`config.mk`:
```
export PLATFORM = sky130hd
export DESIGN_NAME = hb_gate_seq
export DESIGN_NICKNAME = d
export VERILOG_FILES = /design/src/rtl/hb_seq_pkg.sv /design/src/rtl/hb_pwm_edge.sv /design/src/rtl/hb_dt_calc.sv /design/src/rtl/hb_gate_seq.sv
export SDC_FILE = /design/constraint.sdc
export NUM_CORES = 1
export LEC_CHECK = 0
export CAP_MARGIN = 20
export CORE_ASPECT_RATIO = 1.4
export CORE_MARGIN = 4
export CORE_UTILIZATION = 40
export CTS_CLUSTER_DIAMETER = 150
export CTS_CLUSTER_SIZE = 20
export DETAILED_ROUTE_END_ITERATION = 7
export DONT_BUFFER_PORTS = 1
export PLACE_DENSITY = 0.53
export SYNTH_ARGS = -nofsm -noshare
export SYNTH_HDL_FRONTEND = slang
export SYNTH_SLANG_ARGS = --single-unit
export TNS_END_PERCENT = 5
```
`constraint.sdc`:
```
create_clock -name clk -period 13.5 [get_ports clk]
set_input_delay 2.7 -clock clk [delete_from_list [all_inputs] [get_ports clk]]
set_output_delay 2.7 -clock clk [all_outputs]
set_load 0.03 [all_outputs]
```
`src/rtl/hb_seq_pkg.sv`:
```
package hb_seq_pkg;

  typedef enum logic [2:0] {
    ST_IDLE  = 3'd0,
    ST_DEAD  = 3'd1,
    ST_HIGH  = 3'd2,
    ST_LOW   = 3'd3,
    ST_PRE   = 3'd4,
    ST_FAULT = 3'd5
  } seq_st_t;

  typedef enum logic [1:0] {
    TG_HIGH = 2'd0,
    TG_LOW  = 2'd1,
    TG_PRE  = 2'd2
  } seq_tgt_t;

  function automatic int ceil_div(input int num, input int den);
    return (num + den - 1) / den;
  endfunction

  function automatic int max3(input int a, input int b, input int c);
    int m;
    m = (a > b) ? a : b;
    return (m > c) ? m : c;
  endfunction

endpackage

```
`src/rtl/hb_pwm_edge.sv`:
```
module hb_pwm_edge (
  input  logic clk,
  input  logic rst,
  input  logic pwm_in,
  output logic pwm_rise
);
  logic pwm_q;

  always_ff @(posedge clk) begin
    if (rst) pwm_q <= 1'b0;
    else     pwm_q <= pwm_in;
  end

  assign pwm_rise = pwm_in & ~pwm_q;
endmodule

```
`src/rtl/hb_dt_calc.sv`:
```
// Converts a dead-time code into clock cycles: code * STEP_PS, limited to
// [MIN_PS, MAX_PS], rounded up to whole clock periods.
module hb_dt_calc #(
  parameter int CLK_NS  = 10,
  parameter int CODE_W  = 8,
  parameter int OUT_W   = 5,
  parameter int STEP_PS = 2625,
  parameter int MIN_PS  = 15000,
  parameter int MAX_PS  = 200000
) (
  input  logic [CODE_W-1:0] code,
  output logic [OUT_W-1:0]  cycles
);
  localparam int CLK_PS = CLK_NS * 1000;

  logic [31:0] raw_ps;
  logic [31:0] lim_ps;
  logic [31:0] cyc_full;

  always_comb begin
    raw_ps = 32'(code) * 32'(STEP_PS);
    if (raw_ps < 32'(MIN_PS))      lim_ps = 32'(MIN_PS);
    else if (raw_ps > 32'(MAX_PS)) lim_ps = 32'(MAX_PS);
    else                           lim_ps = raw_ps;
    cyc_full = (lim_ps + 32'(CLK_PS - 1)) / 32'(CLK_PS);
    cycles   = OUT_W'(cyc_full);
  end
endmodule

```
`src/rtl/hb_gate_seq.sv`:
```
module hb_gate_seq
  import hb_seq_pkg::*;
#(
  parameter int CLK_NS = 10,
  parameter int CODE_W = 8,
  parameter int PRE_NS = 100,
  parameter int TO_CYC = 16
) (
  input  logic              clk,
  input  logic              rst,
  input  logic              pwm_in,
  input  logic              boost_mode,
  input  logic              dt_adaptive,
  input  logic [CODE_W-1:0] dt_code,
  input  logic              boot_uv,
  input  logic              ho_gate_low,
  input  logic              lo_gate_low,
  output logic              ho_en,
  output logic              lo_en,
  output logic              fault
);
  localparam int CLK_PS     = CLK_NS * 1000;
  localparam int DT_MAX_CYC = ceil_div(200000, CLK_PS);
  localparam int PRE_CYC    = ceil_div(PRE_NS * 1000, CLK_PS);
  localparam int CNT_MAX    = max3(DT_MAX_CYC, PRE_CYC, TO_CYC);
  localparam int CNT_W      = $clog2(CNT_MAX + 1);

  seq_st_t           st, st_n;
  seq_tgt_t          tgt, tgt_n;
  logic [CNT_W-1:0]  cnt, cnt_n;
  logic              ho_n, lo_n, fault_n, cap;
  logic              cfg_boost_q, cfg_adapt_q;
  logic [CODE_W-1:0] cfg_code_q;
  logic [CNT_W-1:0]  dt_cyc;
  logic              pwm_rise;
  logic              fb_ok, dead_done, hold_off;

  hb_pwm_edge edge_i (
    .clk      (clk),
    .rst      (rst),
    .pwm_in   (pwm_in),
    .pwm_rise (pwm_rise)
  );

  hb_dt_calc #(
    .CLK_NS (CLK_NS),
    .CODE_W (CODE_W),
    .OUT_W  (CNT_W)
  ) dt_i (
    .code   (cfg_code_q),
    .cycles (dt_cyc)
  );

  // Buck with a weak bootstrap: high side must stay off.
  assign hold_off  = ~cfg_boost_q & boot_uv;
  assign fb_ok     = (tgt == TG_HIGH) ? lo_gate_low : ho_gate_low;
  assign dead_done = cfg_adapt_q ? fb_ok : (cnt == dt_cyc - CNT_W'(1));

  always_comb begin
    st_n    = st;
    tgt_n   = tgt;
    cnt_n   = cnt;
    ho_n    = ho_en;
    lo_n    = lo_en;
    fault_n = fault;
    cap     = 1'b0;
    case (st)
      ST_IDLE: begin
        cap = 1'b1;
        if (!boost_mode && boot_uv) begin
          if (pwm_rise) begin
            st_n  = ST_DEAD;
            tgt_n = TG_PRE;
            cnt_n = '0;
          end
        end else begin
          st_n  = ST_DEAD;
          tgt_n = pwm_in ? TG_HIGH : TG_LOW;
          cnt_n = '0;
        end
      end
      ST_DEAD: begin
        if (dead_done) begin
          cnt_n = '0;
          case (tgt)
            TG_HIGH: if (hold_off) st_n = ST_IDLE;
                     else begin st_n = ST_HIGH; ho_n = 1'b1; end
            TG_LOW:  if (hold_off) st_n = ST_IDLE;
                     else begin st_n = ST_LOW; lo_n = 1'b1; end
            default: begin st_n = ST_PRE; lo_n = 1'b1; end
          endcase
        end else if (cfg_adapt_q && cnt == CNT_W'(TO_CYC - 1)) begin
          st_n    = ST_FAULT;
          fault_n = 1'b1;
        end else begin
          cnt_n = cnt + CNT_W'(1);
        end
      end
      ST_HIGH: begin
        if (hold_off) begin
          ho_n = 1'b0;
          st_n = ST_IDLE;
        end else if (!pwm_in) begin
          ho_n  = 1'b0;
          st_n  = ST_DEAD;
          tgt_n = TG_LOW;
          cnt_n = '0;
          cap   = 1'b1;
        end
      end
      ST_LOW: begin
        if (hold_off) begin
          lo_n = 1'b0;
          st_n = ST_IDLE;
        end else if (pwm_in) begin
          lo_n  = 1'b0;
          st_n  = ST_DEAD;
          tgt_n = TG_HIGH;
          cnt_n = '0;
          cap   = 1'b1;
        end
      end
      ST_PRE: begin
        if (cnt == CNT_W'(PRE_CYC - 1)) begin
          lo_n  = 1'b0;
          st_n  = ST_IDLE;
          cnt_n = '0;
        end else begin
          cnt_n = cnt + CNT_W'(1);
        end
      end
      default: begin
        ho_n    = 1'b0;
        lo_n    = 1'b0;
        fault_n = 1'b1;
      end
    endcase
  end

  always_ff @(posedge clk) begin
    if (rst) begin
      st          <= ST_IDLE;
      tgt         <= TG_LOW;
      cnt         <= '0;
      ho_en       <= 1'b0;
      lo_en       <= 1'b0;
      fault       <= 1'b0;
      cfg_boost_q <= 1'b0;
      cfg_adapt_q <= 1'b0;
      cfg_code_q  <= '0;
    end else begin
      st    <= st_n;
      tgt   <= tgt_n;
      cnt   <= cnt_n;
      ho_en <= ho_n;
      lo_en <= lo_n;
      fault <= fault_n;
      if (cap) begin
        cfg_boost_q <= boost_mode;
        cfg_adapt_q <= dt_adaptive;
        cfg_code_q  <= dt_code;
      end
    end
  end
endmodule

```
== Word-level counts from Yosys, hierarchy flattened ==
Index checks and enable logic that the tools add are counted.

* $add $sub $neg: 3
* Multiply operators: 1
* Divide/modulo/power cells: 1
* $lt $le $gt $ge: 2
* Eq/ne operators: 25
* Multiplexer cells: 55
* Bitwise logic cells: 7
* Reductions and logical operators: 16

{| class="wikitable"
|+ Operators by type and width
! kind !! count
|-
| $mux W5 || 9
|-
| $add A32 B14 Y32 const B || 1
|-
| $div A32 B14 Y32 const B || 1
|-
| $mux W32 || 1
|-
| $mux W3 || 9
|-
| $pmux W5 S5 || 1
|-
| $ne A2 B2 Y1 const B || 11
|-
| $gt A20 B18 Y1 const B || 1
|-
| $lt A20 B14 Y1 const B || 1
|-
| $mul A8 B12 Y20 const B || 1
|-
| $mux W20 || 1
|-
| $mux W1 || 18
|-
| $reduce_and A6 Y1 || 3
|-
| $mux W2 || 8
|-
| $ne A3 B3 Y1 const B || 5
|-
| $pmux W3 S5 || 1
|-
| $eq A5 B4 Y1 const B || 2
|-
| $reduce_and A7 Y1 || 1
|-
| $eq A3 B2 Y1 const B || 2
|-
| $pmux W1 S3 || 2
|-
| $pmux W2 S3 || 1
|-
| $pmux W3 S2 || 1
|-
| $add A5 B1 Y5 const B || 1
|-
| $eq A5 B5 Y1 || 1
|-
| other kinds (20) || 27
|}

* Flip-flop bits (word level): 24
* Bits of input ports: 16
* Output and inout port bits: 3
* Word-level logic and storage cells: 120

== Longest topological paths before layout ==
* Depth in word-level cells: 11
* Gate-level depth with buffers: 47
* Mapped depth without buffers: 42

== By module ==
Synthesis repeated with hierarchy kept, for this count alone.

* Cell total of the unflattened synthesis: 633
* Area total of the unflattened synthesis: 4929.7 um^2

{| class="wikitable"
|+ By module, submodules not included
! module !! times used !! cells an instance !! area an instance (um^2) !! seq. area each (um^2)
|-
| hb_dt_calc || 1 || 462 || 3443.3 || 0.0
|-
| hb_gate_seq || 1 || 168 || 1438.9 || 460.4
|-
| hb_pwm_edge || 1 || 3 || 47.5 || 20.0
|}

== Worst setup path after synthesis ==
No wires, ideal clock.

* Path type: flip-flop to flip-flop
* Start: register cfg_code_q[2]
* End: register st[1]
* Library setup time: 0.071 ns
* Arrival: 10.555 ns
* Data required time: 13.429 ns
* Slack: 2.875 ns
* Cell stages (with the launch flop): 44
* Buffers on the path: 3
* Clock period less this slack: 10.625 ns
* Cells stage by stage: dfxtp_1 ha_1 ha_1 fa_1 ha_1 ha_1 buf_2 a21o_1 a211oi_2 nor2_1 o2111a_1 a211oi_4 clkbuf_1 nor3_1 nand2_1 ha_1 nor3b_1 o21ai_0 [8 not listed] or3_1 a311o_1 o2111a_1 o31a_1 o221ai_2 o22ai_2 a2111oi_0 a211o_1 a31oi_1 ha_1 a31oi_1 a211oi_1 a211oi_1 o21ai_0 or3_1 o221a_2 or4_1 a21oi_1

* Longest elaborated chain between the ends: 11
* Elaborated cells between the ends (all ways): 14
* Classes of those cells: 2 x add/sub; 1 x mul; 1 x div; 2 x order compare; 2 x eq/ne; 5 x mux; 1 x reduce/logical

{| class="wikitable"
|+ RTL lines
! what !! RTL line !! RTL
|-
| from (decl) || hb_gate_seq.sv:33 || <nowiki>logic [CODE_W-1:0] cfg_code_q;</nowiki>
|-
| from (signal assigned) || hb_gate_seq.sv:161 || <nowiki>cfg_code_q <= dt_code;</nowiki>
|-
| $mul A8 B12 Y20 * || hb_dt_calc.sv:21 || <nowiki>raw_ps = 32'(code) * 32'(STEP_PS);</nowiki>
|-
| $gt A20 B18 Y1 || hb_dt_calc.sv:23 || <nowiki>else if (raw_ps > 32'(MAX_PS)) lim_ps = 32'(MAX_PS);</nowiki>
|-
| $mux W20 || hb_dt_calc.sv:23 ||
|-
| $mux W32 * || hb_dt_calc.sv:22 || <nowiki>if (raw_ps < 32'(MIN_PS)) lim_ps = 32'(MIN_PS);</nowiki>
|-
| $add A32 B14 Y32 * || hb_dt_calc.sv:25 || <nowiki>cyc_full = (lim_ps + 32'(CLK_PS - 1)) / 32'(CLK_PS);</nowiki>
|-
| $div A32 B14 Y32 * || hb_dt_calc.sv:25 ||
|-
| $sub A5 B1 Y5 * || hb_gate_seq.sv:57 || <nowiki>assign dead_done = cfg_adapt_q ? fb_ok : (cnt == dt_cyc - CNT_W'(1));</nowiki>
|-
| $eq A5 B5 Y1 * || hb_gate_seq.sv:57 ||
|-
| $mux W1 * || hb_gate_seq.sv:57 ||
|-
| $ne A3 B3 Y1 (no line) / $mux W3 (equally long branches) || -- ||
|-
| $reduce_and A6 Y1 (no line) / $pmux W3 S5 (equally long branches) || -- ||
|-
| to (signal assigned) || hb_gate_seq.sv:152 || <nowiki>st <= st_n;</nowiki>
|-
| to (decl) || hb_gate_seq.sv:28 || <nowiki>seq_st_t st, st_n;</nowiki>
|}

Mark *: on every way between the ends. The rest lies on a longest branch, timed or not.
A chain may end at the register's enable or synchronous reset.

== Worst setup path in the final report ==
* Start: register cfg_code_q[4]
* End: register cnt[3]

* Longest elaborated chain between the ends: 11
* Elaborated cells between the ends (all ways): 14
* Classes of those cells: 2 x add/sub; 1 x mul; 1 x div; 2 x order compare; 2 x eq/ne; 5 x mux; 1 x reduce/logical

{| class="wikitable"
|+ RTL lines
! what !! RTL line !! RTL
|-
| $mul A8 B12 Y20 * || hb_dt_calc.sv:21 ||
|-
| $gt A20 B18 Y1 || hb_dt_calc.sv:23 ||
|-
| $mux W20 || hb_dt_calc.sv:23 ||
|-
| $mux W32 * || hb_dt_calc.sv:22 ||
|-
| $add A32 B14 Y32 * || hb_dt_calc.sv:25 ||
|-
| $div A32 B14 Y32 * || hb_dt_calc.sv:25 ||
|-
| $sub A5 B1 Y5 * || hb_gate_seq.sv:57 ||
|-
| $eq A5 B5 Y1 * || hb_gate_seq.sv:57 ||
|-
| $mux W1 * || hb_gate_seq.sv:57 ||
|-
| $ne A3 B3 Y1 (no line) / $mux W5 (equally long branches) || -- ||
|-
| $reduce_and A7 Y1 (no line) / $pmux W5 S5 (equally long branches) || -- ||
|-
| to (signal assigned) || hb_gate_seq.sv:154 || <nowiki>cnt <= cnt_n;</nowiki>
|-
| to (decl) || hb_gate_seq.sv:30 || <nowiki>logic [CNT_W-1:0] cnt, cnt_n;</nowiki>
|}

Marks and branches as above.

==> results.md <==
- Status: finished clean
- Iter 0 DRT Violations: approximately 200
- Clock slew at reported path FFs: 0.06 ns
- Crit-path max FO: 12
- CTS Root Buffer Type: clkbuf_16
- Mapped Area: 4900 µm²
- Final wirelength: 13500 µm
- Main synth FF type: dfxtp_1
- CP endpoint kind: flip-flop
- Fmax: 81.6 MHz
- Yosys top cell by area: ha_1
- Top Layer Used: met4
- Clock sink count: 24
- Clock skew: 0.00298 ns
- # diodes: 0
- Share of layout cells above drive strength 1: 0.0849
- Count of final hold-check violations: 0
- CORE AREA: roughly 12000 µm²
- Postcts setup bufs: 0
- Min-delay src: cfg_boost_q
- CTS tree: done
- Grt ovf: 0
- Final HPWL DP: 10800 µm
- Ports: 19
- WHS Path Cells: 2
- Antenna violations before repair: 0
- Number of synthesized flops with an enable pin: 0
- Final min period: between 10 and 15 ns
- Overall global routing resource usage: 0.192
- Yosys cell types: 100
- Synth area leaders: ha_1 (11%), dfxtp_1 (9.8%), nor2_1 (4.6%)
- Sequential cell area: around 480 µm²
- Clock tree buffer depth: 2
- Routed len/inst: 17.5 µm
- Sum of negative setup slack: 0 ns
- Setup violators final: 0
- TritonRoute pass-1 iters: 5
- Vias: 4988
- FILL cells: 1244
- Ys Warns: 0
- Metal1 wirelength: 5800 µm
- WS Path Type: flip-flop to flip-flop
- Final nets: 686
- Setup repair after global routing missed its margin: no
- Seq/Total Area, Yosys: 0.0981
- TritonCTS buffer count: 3
- Met2 wire length: 6850 µm
- Hold endpoint: cfg_boost_q
- Clk Latency, worst-skew pair: 0.26 ns
- R2r setup slk: 1.24 ns
- Initial Util: 0.410
- Buffers on Ports: 0
- CP arrival: 12.43 ns
- CP peak stage delay: between 0.6 and 0.7 ns
- Yosys top cell area share: 0.107
- Rows: 47
- Met3 routed WL: 397 µm
- First-pass GRT wire length: roughly 23000 µm
- Syn Area/Cell: between 7 and 8 µm²
- Worst flop-to-flop path startpoint: cfg_code_q[4]
- Mapped Cells: between 600 and 700
- Crit-path most repeated cell: ha_1
- CTS H-tree lvls: 1
- Die Ht: around 140 µm
- Commonest non-fill, non-tap cell in the layout: nor2_1
- Yosys reg bits: 24
- Most frequent cells in the layout: nor2_1 (60), a21oi_1 (43), ha_1 (42)
- Non-Filler Instances: 771
- Syn-to-layout area delta: 3.73%
- Crit share post-route: 0.908
- Async set or reset register ratio after synthesis: 0
- Slew margin rel.: 0.297
- Max-cap viol count: 0
- DIE AREA: between 10000 and 15000 µm²
- Largest net degree at the start of global routing: 25
- Slew Limit Fails: 0
- Critical Path RT: 13.67 ns
- Worst-path cell with the longest stage delay: dfxtp_1
- Antenna-violating nets left: 0
- Placed Cells: 767
- Synth Net Count: 703
- GPL Wtd Cong: ~0.93
- Crit start category: flip-flop
- Multi-input logic area: 4240 µm²
- R2r worst-path depth: 41
- Die X: 102 µm
- Slew @ Worst Pin: roughly 1.0 ns
- Via-per-instance ratio: between 6 and 7
- Worst min-delay path category: flip-flop to flip-flop
- R2r endpoint: cnt[3]
- Remaining DRCs: 0
- Vias in the first global route: 4808
[area by class of cell]
type,instances,share of cell area
clock buffer,3,0.0148
sequential,24,0.0946
timing repair buffer,1,0.00148
inverter,17,0.0126
clock inverter,1,0.00591
tap,147,0.0362
multi-input combinational,578,0.835
[timing repair]
item / CTS / global route
setup endpoints to repair: 0 / 2
resized for setup: 0 / 1
hold buffers: 0 / 0
[through the flow]
step                area, µm²  worst slack, ns  hold slack, ns  utilization
detailed placement       4970             1.11           0.504        0.416
CTS                      5070             1.03           0.522        0.425
floorplan                4900             2.87           0.475            -
global placement         4970             1.44           0.495        0.416
global route             5080            0.109           0.575        0.426
finish                   5080             1.24           0.512        0.426
[critical path: cells and delay by family (launching register included)]
family,cells,cell delay [ns]
AOI/OAI and AO/OA,22,5.81
xor gates and xnor gates,2,0.86
muxes,1,0.39
and+or+nand+nor,9,2.26
adders and majority gates,7,2.21
DFF,1,0.61
[worst max path at each step]
stage | startpoint | end | slack, ns | depth (start not counted)
2_1_floorplan | cfg_code_q[2] | st[1] | 2.87 | 43
3_3_place_gp | cfg_code_q[4] | cnt[3] | 1.44 | 41
3_5_place_dp | cfg_code_q[4] | cnt[3] | 1.11 | 41
4_1_cts | cfg_code_q[4] | cnt[3] | 1.03 | 41
5_1_grt | cfg_code_q[4] | cnt[2] | 0.11 | 41
6_report | cfg_code_q[4] | cnt[3] | 1.24 | 41
[Yosys cell counts, types with 5 or more instances]
| master | instances |
|---|---|
| o31ai_1 | 5 |
| nand4_1 | 12 |
| nor2_1 | 60 |
| o21ai_0 | 36 |
| o21a_1 | 10 |
| xnor2_1 | 18 |
| inv_1 | 17 |
| a21oi_1 | 43 |
| nand2b_1 | 10 |
| a211oi_1 | 8 |
| a21o_1 | 7 |
| o211ai_1 | 9 |
| and3_1 | 7 |
| buf_2 | 9 |
| a221oi_1 | 5 |
| a211o_1 | 6 |
| dfxtp_1 | 24 |
| o21ai_1 | 6 |
| nand2_1 | 39 |
| o2111ai_1 | 7 |
| mux2i_1 | 15 |
| nand3b_1 | 5 |
| or3_1 | 6 |
| xor2_1 | 11 |
| a31oi_1 | 14 |
| nor4_1 | 7 |
| ha_1 | 42 |
| nand3_1 | 26 |
| nor3_1 | 22 |
| and2_1 | 11 |
| or2_2 | 7 |
| clkbuf_1 | 8 |
| nor2b_1 | 7 |
| and4_1 | 6 |
[logic make-up (layout without fill, tap and decap cells)]
logic type | after synthesis | count (layout) | synth area share
AO/OA/AOI/OAI | 237 | 237 | 0.375
XOR/XNOR | 30 | 30 | 0.0552
adder cells (fa/ha/maj) | 46 | 46 | 0.122
buffers and inverters | 40 | 22 | 0.0378
flip-flops | 24 | 24 | 0.0981
multiplexers | 19 | 19 | 0.0411
AND/OR/NAND/NOR | 246 | 246 | 0.272
[flip-flops by register name (all words and copies together), names as in the netlist]
| register | count |
|---|---|
| cfg_code_q | 8 |
| lo_en | 1 |
| tgt | 2 |
| edge_i.pwm_q | 1 |
| cfg_adapt_q | 1 |
| cfg_boost_q | 1 |
| st | 3 |
| cnt | 5 |
| fault | 1 |
| ho_en | 1 |
[layer usage]
metal,global-route usage,vias up
li1,-,2490
met3,0.0176,31
met4,0.0630,0
met2,0.335,93
met5,0,-
met1,0.243,2374
Power is not shown: default switching activity piles up to over one toggle a cycle in this logic, so the estimate is an artifact.
